**config.mk**
```make
export PLATFORM = sky130hd
export DESIGN_NAME = flash_cmd_ctrl
export DESIGN_NICKNAME = d
export VERILOG_FILES = /design/src/rtl/flash_cmd_ctrl.sv
export SDC_FILE = /design/constraint.sdc
export NUM_CORES = 1
export LEC_CHECK = 0
export ABC_AREA = 1
export BUFFER_PORTS_ARGS = -buffer_cell sky130_fd_sc_hd__buf_2
export CORE_AREA = 2 2 94 96
export DETAILED_ROUTE_END_ITERATION = 10
export DIE_AREA = 0 0 96 98
export PLACE_DENSITY = 0.86
export REMOVE_ABC_BUFFERS = 1
export SYNTH_ARGS = -nofsm -noshare
export SYNTH_HDL_FRONTEND = slang
export SYNTH_SLANG_ARGS = --single-unit
```
**constraint.sdc**
```tcl
create_clock -name clk -period 2.62 [get_ports clk]
set_clock_uncertainty 0.05 [all_clocks]
set_input_delay 0.262 -clock clk [delete_from_list [all_inputs] [get_ports clk]]
set_output_delay 0.262 -clock clk [all_outputs]
set_load 0.05 [all_outputs]
```
**src/rtl/flash_cmd_ctrl.sv**
```systemverilog
module flash_cmd_ctrl #(
  parameter int ADDR_W   = 12,
  parameter int SMALL_AW = 8,
  parameter int LARGE_AW = 9,
  parameter int PGM_CYC  = 16,
  parameter int ERS_CYC  = 64,
  parameter int ERS_WIN  = 8,
  localparam int BANK_AW = ADDR_W - 1,
  localparam int NS0     = 1 << (BANK_AW - SMALL_AW),
  localparam int NS1     = 1 << (BANK_AW - LARGE_AW),
  localparam int NSEC    = NS0 + NS1
) (
  input  logic              clk,
  input  logic              rst_n,
  input  logic              wr_en,
  input  logic [ADDR_W-1:0] wr_addr,
  input  logic [7:0]        wr_data,
  input  logic              rd_en,
  input  logic [ADDR_W-1:0] rd_addr,
  input  logic              acc_hv,
  input  logic [NSEC-1:0]   sect_lock,
  output logic              rd_ok,
  output logic              rd_id,
  output logic [1:0]        bank_busy,
  output logic              ers_held,
  output logic              pgm_req,
  output logic [ADDR_W-1:0] pgm_addr,
  output logic [7:0]        pgm_data,
  output logic              ers_req,
  output logic [NSEC-1:0]   ers_mask
);
  localparam int SEC_W = $clog2(NSEC);
  localparam int CNT_W = $clog2(PGM_CYC + ERS_CYC + ERS_WIN + 1);
  localparam logic [BANK_AW-1:0] UA1 = BANK_AW'(11'h555);
  localparam logic [BANK_AW-1:0] UA2 = BANK_AW'(11'h2AA);

  typedef enum logic [1:0] {M_READ, M_AUTO, M_BYP} mode_t;
  typedef enum logic [2:0] {S_IDLE, S_U1, S_U2, S_PD, S_E0, S_E1, S_E2} step_t;
  typedef enum logic [1:0] {E_IDLE, E_WIN, E_RUN, E_SUSP} ers_t;

  function automatic logic [SEC_W-1:0] sec_of(input logic [ADDR_W-1:0] a);
    if (a[ADDR_W-1]) return SEC_W'(NS0) + SEC_W'(a[BANK_AW-1:LARGE_AW]);
    return SEC_W'(a[BANK_AW-1:SMALL_AW]);
  endfunction

  mode_t            mode [2];
  step_t            step [2];
  ers_t             ers_st;
  logic [CNT_W-1:0] ers_cnt, pgm_cnt;
  logic             pgm_busy, acc_q;

  logic             wb, rb, is555, is2aa, byp, ers_on, pgm_ok, ers_ok;
  logic [SEC_W-1:0] wsec, rsec;
  logic [NSEC-1:0]  wsec_oh, allow;
  logic [1:0]       hit;

  assign wb      = wr_addr[ADDR_W-1];
  assign rb      = rd_addr[ADDR_W-1];
  assign wsec    = sec_of(wr_addr);
  assign rsec    = sec_of(rd_addr);
  assign wsec_oh = NSEC'(1) << wsec;
  assign is555   = wr_addr[BANK_AW-1:0] == UA1;
  assign is2aa   = wr_addr[BANK_AW-1:0] == UA2;
  assign allow   = acc_hv ? '1 : ~sect_lock;
  assign hit     = {|ers_mask[NSEC-1:NS0], |ers_mask[NS0-1:0]};
  assign ers_on  = (ers_st == E_WIN) || (ers_st == E_RUN);
  assign byp     = acc_hv || (mode[wb] == M_BYP);

  assign bank_busy[0] = (pgm_busy && !pgm_addr[ADDR_W-1]) || (ers_on && hit[0]);
  assign bank_busy[1] = (pgm_busy &&  pgm_addr[ADDR_W-1]) || (ers_on && hit[1]);

  assign pgm_ok = !pgm_busy && (acc_hv || !sect_lock[wsec]) &&
                  ((ers_st == E_IDLE) || ((ers_st == E_SUSP) && !ers_mask[wsec]));
  assign ers_ok = !pgm_busy && (ers_st == E_IDLE);

  assign rd_ok    = rd_en && !bank_busy[rb] && !((ers_st == E_SUSP) && ers_mask[rsec]);
  assign rd_id    = rd_ok && !acc_hv && (mode[rb] == M_AUTO);
  assign ers_held = ers_st == E_SUSP;

  always_ff @(posedge clk) begin
    if (!rst_n) begin
      for (int i = 0; i < 2; i++) begin
        mode[i] <= M_READ;
        step[i] <= S_IDLE;
      end
      ers_st   <= E_IDLE;
      ers_cnt  <= '0;
      ers_mask <= '0;
      ers_req  <= 1'b0;
      pgm_busy <= 1'b0;
      pgm_cnt  <= '0;
      pgm_req  <= 1'b0;
      pgm_addr <= '0;
      pgm_data <= '0;
      acc_q    <= 1'b0;
    end else begin
      pgm_req <= 1'b0;
      ers_req <= 1'b0;
      acc_q   <= acc_hv;

      if (pgm_busy) begin
        if (pgm_cnt == '0) pgm_busy <= 1'b0;
        else pgm_cnt <= pgm_cnt - 1'b1;
      end

      case (ers_st)
        E_WIN:
          if (ers_cnt == '0) begin
            if (|ers_mask) begin
              ers_st  <= E_RUN;
              ers_cnt <= CNT_W'(ERS_CYC - 1);
              ers_req <= 1'b1;
            end else begin
              ers_st <= E_IDLE;
            end
          end else ers_cnt <= ers_cnt - 1'b1;
        E_RUN:
          if (ers_cnt == '0) begin
            ers_st   <= E_IDLE;
            ers_mask <= '0;
          end else ers_cnt <= ers_cnt - 1'b1;
        default: ;
      endcase

      if (wr_en) begin
        if (ers_st == E_WIN) begin
          if (wr_data == 8'h30) begin
            ers_mask <= ers_mask | (wsec_oh & allow);
            ers_cnt  <= CNT_W'(ERS_WIN - 1);
            ers_st   <= E_WIN;
            ers_req  <= 1'b0;
          end
        end else if (bank_busy[wb]) begin
          if (wr_data == 8'hB0 && ers_st == E_RUN && hit[wb]) ers_st <= E_SUSP;
        end else if (wr_data == 8'h30 && ers_st == E_SUSP && hit[wb] &&
                     step[wb] == S_IDLE && !pgm_busy) begin
          ers_st <= E_RUN;
        end else if (byp) begin
          if (step[wb] == S_PD) begin
            step[wb] <= S_IDLE;
            if (pgm_ok) begin
              pgm_busy <= 1'b1;
              pgm_cnt  <= CNT_W'(PGM_CYC - 1);
              pgm_req  <= 1'b1;
              pgm_addr <= wr_addr;
              pgm_data <= wr_data;
            end
          end else if (wr_data == 8'hA0) begin
            step[wb] <= S_PD;
          end else begin
            step[wb] <= S_IDLE;
            if (!acc_hv) mode[wb] <= M_READ;
          end
        end else begin
          case (step[wb])
            S_IDLE:
              if (wr_data == 8'hAA && is555) step[wb] <= S_U1;
              else mode[wb] <= M_READ;
            S_U1, S_E1: begin
              if (wr_data == 8'h55 && is2aa) step[wb] <= (step[wb] == S_U1) ? S_U2 : S_E2;
              else begin
                step[wb] <= S_IDLE;
                mode[wb] <= M_READ;
              end
            end
            S_U2: begin
              step[wb] <= S_IDLE;
              if (!is555) mode[wb] <= M_READ;
              else case (wr_data)
                8'hA0: step[wb] <= S_PD;
                8'h80: step[wb] <= S_E0;
                8'h90: mode[wb] <= M_AUTO;
                8'h20: mode[wb] <= M_BYP;
                default: mode[wb] <= M_READ;
              endcase
            end
            S_PD: begin
              step[wb] <= S_IDLE;
              mode[wb] <= M_READ;
              if (pgm_ok) begin
                pgm_busy <= 1'b1;
                pgm_cnt  <= CNT_W'(PGM_CYC - 1);
                pgm_req  <= 1'b1;
                pgm_addr <= wr_addr;
                pgm_data <= wr_data;
              end
            end
            S_E0:
              if (wr_data == 8'hAA && is555) step[wb] <= S_E1;
              else begin
                step[wb] <= S_IDLE;
                mode[wb] <= M_READ;
              end
            S_E2: begin
              step[wb] <= S_IDLE;
              mode[wb] <= M_READ;
              if (wr_data == 8'h30 && ers_ok) begin
                ers_st   <= E_WIN;
                ers_cnt  <= CNT_W'(ERS_WIN - 1);
                ers_mask <= wsec_oh & allow;
              end else if (wr_data == 8'h10 && is555 && ers_ok && |allow) begin
                ers_st   <= E_RUN;
                ers_cnt  <= CNT_W'(ERS_CYC - 1);
                ers_mask <= allow;
                ers_req  <= 1'b1;
              end
            end
            default: step[wb] <= S_IDLE;
          endcase
        end
      end

      if (acc_q && !acc_hv) begin
        step[0] <= S_IDLE;
        step[1] <= S_IDLE;
      end
    end
  end
endmodule

```
==> summary.txt <==
Result of the run: complete, no violations
Overall Global Routing Usage: 32.5%
Number of global-route vias before repair: 5206
CP max stage delay: 0.39 ns
Source of the critical timing path: ers_st[1]$_SDFF_PN0_
Proportion of netlist area held by the largest area contributor: 22.5%
Share of layout cells above drive strength 1: 22.4%
Count leader, synth: sky130_fd_sc_hd__nand2_1
Number of enable flip-flop cells after synthesis: 10
Post-route insts no fill: 944
CTS Root Cell: sky130_fd_sc_hd__clkbuf_8
# port buffers: 79
Clock tree from TritonCTS: yes
Switching power of the nets: 882 uW
Height of the chip: 98 um
Final design area excluding fillers: 5550 um^2
WHS: 0.0777 ns
Post-Syn Instances: 729
Net switching share of the total power: 34.0%
Most common flop cell mapped by yosys: sky130_fd_sc_hd__dfxtp_1
Maximum vdd ir drop: 0.311 mV
Total congestion overflow: 0
Ratio of total power to cell area: 468 nW/um^2
Placer Congestion: 0.979
Post-layout power: 2.60 mW
Synth Register Bits: 62
Upper clock frequency limit: 390 MHz
Synth Cell Area: 4620 um^2
Register clock-pin slew on the reported worst setup and hold paths: 0.09 ns
Start point of the worst hold path: wr_addr[3]
Average vias per placed instance: 5.98
Final critical-path required period: 2.56 ns
Insertion delay of the later-clocked pin in the worst-skew pair: 0.36 ns
Maximum number of pins on one net before global-route repair: 39
Main area contributors after synthesis: sky130_fd_sc_hd__dfxtp_1 23%, sky130_fd_sc_hd__nand2_1 12%, sky130_fd_sc_hd__nor2_1 8.1%
Initial antenna violation count: 0
Hold violation total from the final report: 0
Detailed-route DRC error count: 0
Arrival time of data at the critical path endpoint: 2.79 ns
Cell at the slowest stage of the critical path: sky130_fd_sc_hd__dfxtp_1
First drt pass iteration count: 6
Die area: 9410 um^2
Setup violation total in the final timing report: 0
Portion of total power attributed to sequential cells: 39.2%
Area growth, synth to finish: 20.1%
Wire length after detailed routing: 15600 um
Async set or reset register ratio after synthesis: 0%
Cell type with the largest total area after synthesis: sky130_fd_sc_hd__dfxtp_1
Sequence of cells on the critical path: inv_1 -> ha_1 -> o21ai_2 -> nand3_2 -> nand2_2 -> nand2_2 -> nor2_4 -> nand4_2 -> nor2_4 -> nand3_4 -> buf_4 -> o21ai_2
Final design utilization: 65.6%
Max capacitance violation total: 0
Internal power component: 1.72 mW
Clock buffers created by TritonCTS: 9
Transition time of the tightest slew-check pin: 0.544 ns
IO Pins: 88
Final Cycle Share: 97.9%
Remaining number of nets flagged by the antenna check after routing: 0
Post-placement cell area: 5220 um^2
H-tree depth reported by CTS: 3
Combinational power share: 21.4%
Vias post-DR: 5642
Required arrival time at the worst endpoint: 2.84 ns
Setup crit end kind: register
CTS Buffer Depth: 2
Most frequent cells after synthesis: 151 x sky130_fd_sc_hd__nand2_1, 100 x sky130_fd_sc_hd__nor2_1, 89 x sky130_fd_sc_hd__inv_1, 58 x sky130_fd_sc_hd__nand3_1, 52 x sky130_fd_sc_hd__dfxtp_1
Final worst setup slack: 0.0553 ns
Effective utilization at floorplan: 54.6%
LEAKAGE: 2.67 nW
Number of rows created at floorplan: 34
Placeable Area: 8470 um^2
Detailed placer's ending HPWL: 11300 um
Share of the yosys chip area belonging to registers: 29.0%
Inserted Diodes: 0
Iteration-0 DRC count of the detailed router: 571
Unique masters post-synth: 44
Classification of the worst setup path: reg2reg
Die span in x: 96 um
Sum of negative setup slack: 0 ns
Total Nets Final: 887
Part of the total power dissipated in the clock network: 39.4%
Dpl ws: 0.0428 ns
Routed WL per cell: 16.5 um
Global-route wire length before repair: 24200 um
Crit-path max FO: 8
Synth Warn #: 0
Count of final max-slew check failures: 0
Worst hold-check path type: in2reg
Normalized max-slew margin: 63.4%
Worst R2R Start: ers_st[1]$_SDFF_PN0_
Count of clock tree sinks: 62
CP startpoint kind: register
Cell total after placement: 918
Post-Synthesis Mean Instance Area: 6.34 um^2
worst max-delay path, delay by kind of cell (launching register included):
family,cells,cell delay (ns)
AO/OA/AOI/OAI,2,0.23
adder cells (fa/ha/maj),1,0.34
buffers and inverters,2,0.29
flip-flops,1,0.39
AND/OR/NAND/NOR,7,1.18
path summary, 6_finish.rpt:
path / to / slack [ns] / depth (start not counted)
worst max-delay path: pgm_addr[9]$_SDFFE_PN0P_ / 0.06 / 12
worst min-delay path: pgm_addr[3]$_SDFFE_PN0P_ / 0.08 / 3
worst max register to register: pgm_addr[9]$_SDFFE_PN0P_ / 0.06 / 12
worst min register to register: ers_cnt[6]$_SDFF_PN0_ / 0.40 / 2
layer usage:
layer	global-route usage, %	vias up	share of wire [%]
met2	52.4	373	46
met1	41.8	2549	40
li1	-	2642	-
met5	0	-	0
met3	5.86	78	9.8
met4	14.4	0	4.5
state kept, by name (all words and copies together) (netlist names):
name / cells
ers_cnt: 7
pgm_busy: 1
ers_st: 2
ers_mask: 12
mode: 4
pgm_cnt: 7
pgm_data: 8
pgm_addr: 12
pgm_req: 1
ers_req: 1
acc_q: 1
step: 6
layout make-up:
| type | count | area, um^2 |
|---|---|---|
| clock inverters | 7 | 103 |
| inverters | 101 | 384 |
| clock buffers | 9 | 124 |
| well taps | 108 | 135 |
| fillers | 746 | 2920 |
| flip-flops and latches | 62 | 1340 |
| multi-input cells | 546 | 2810 |
| repair buffers | 111 | 648 |
cell usage in the layout (no fill, tap or decap), drive strengths merged:
cell type / n
o21a: 2
inv: 105
xor2: 7
o32ai: 2
a21oi: 48
buf: 111
xnor2: 2
nor3b: 1
a22oi: 2
o211ai: 8
nor2: 108
o31ai: 3
nor4: 1
a31oi: 6
clkinv: 1
bufinv: 2
ha: 7
and3: 1
a211oi: 3
nand3: 64
o221ai: 1
o21ai: 65
clkbuf: 9
o22ai: 10
dfxtp: 52
nor3: 17
or2: 1
nand4: 14
edfxtp: 10
nand2: 168
a221oi: 5
kinds of logic (layout without fill, tap and decap cells):
kind of cell / count (synthesis) / after routing / synth area share, %
AO/OA/AOI/OAI: 155 / 155 / 20.0
XOR/XNOR: 9 / 9 / 1.71
adder cells (fa/ha/maj): 7 / 7 / 1.89
buffers and inverters: 123 / 228 / 11.0
flip-flops: 62 / 62 / 29.0
AND/OR/NAND/NOR: 373 / 375 / 36.4
power by group through the flow:
stage	Clock, mW	Combinational (mW)	Sequential [mW]
2_1_floorplan	0	0.286	1.09
3_3_place_gp	0	0.520	1.04
3_5_place_dp	0	0.530	1.04
4_1_cts	1.02	0.531	1.02
5_1_grt	1.06	0.604	1.02
6_report	1.02	0.556	1.02
timing repair:
item	in CTS	in global routing
setup endpoints to repair	0	43
setup buffers	0	8
resized for setup	0	8
endpoints found under the hold margin	0	0
hold buffers	0	0
Power figures use the tool's default switching activity.
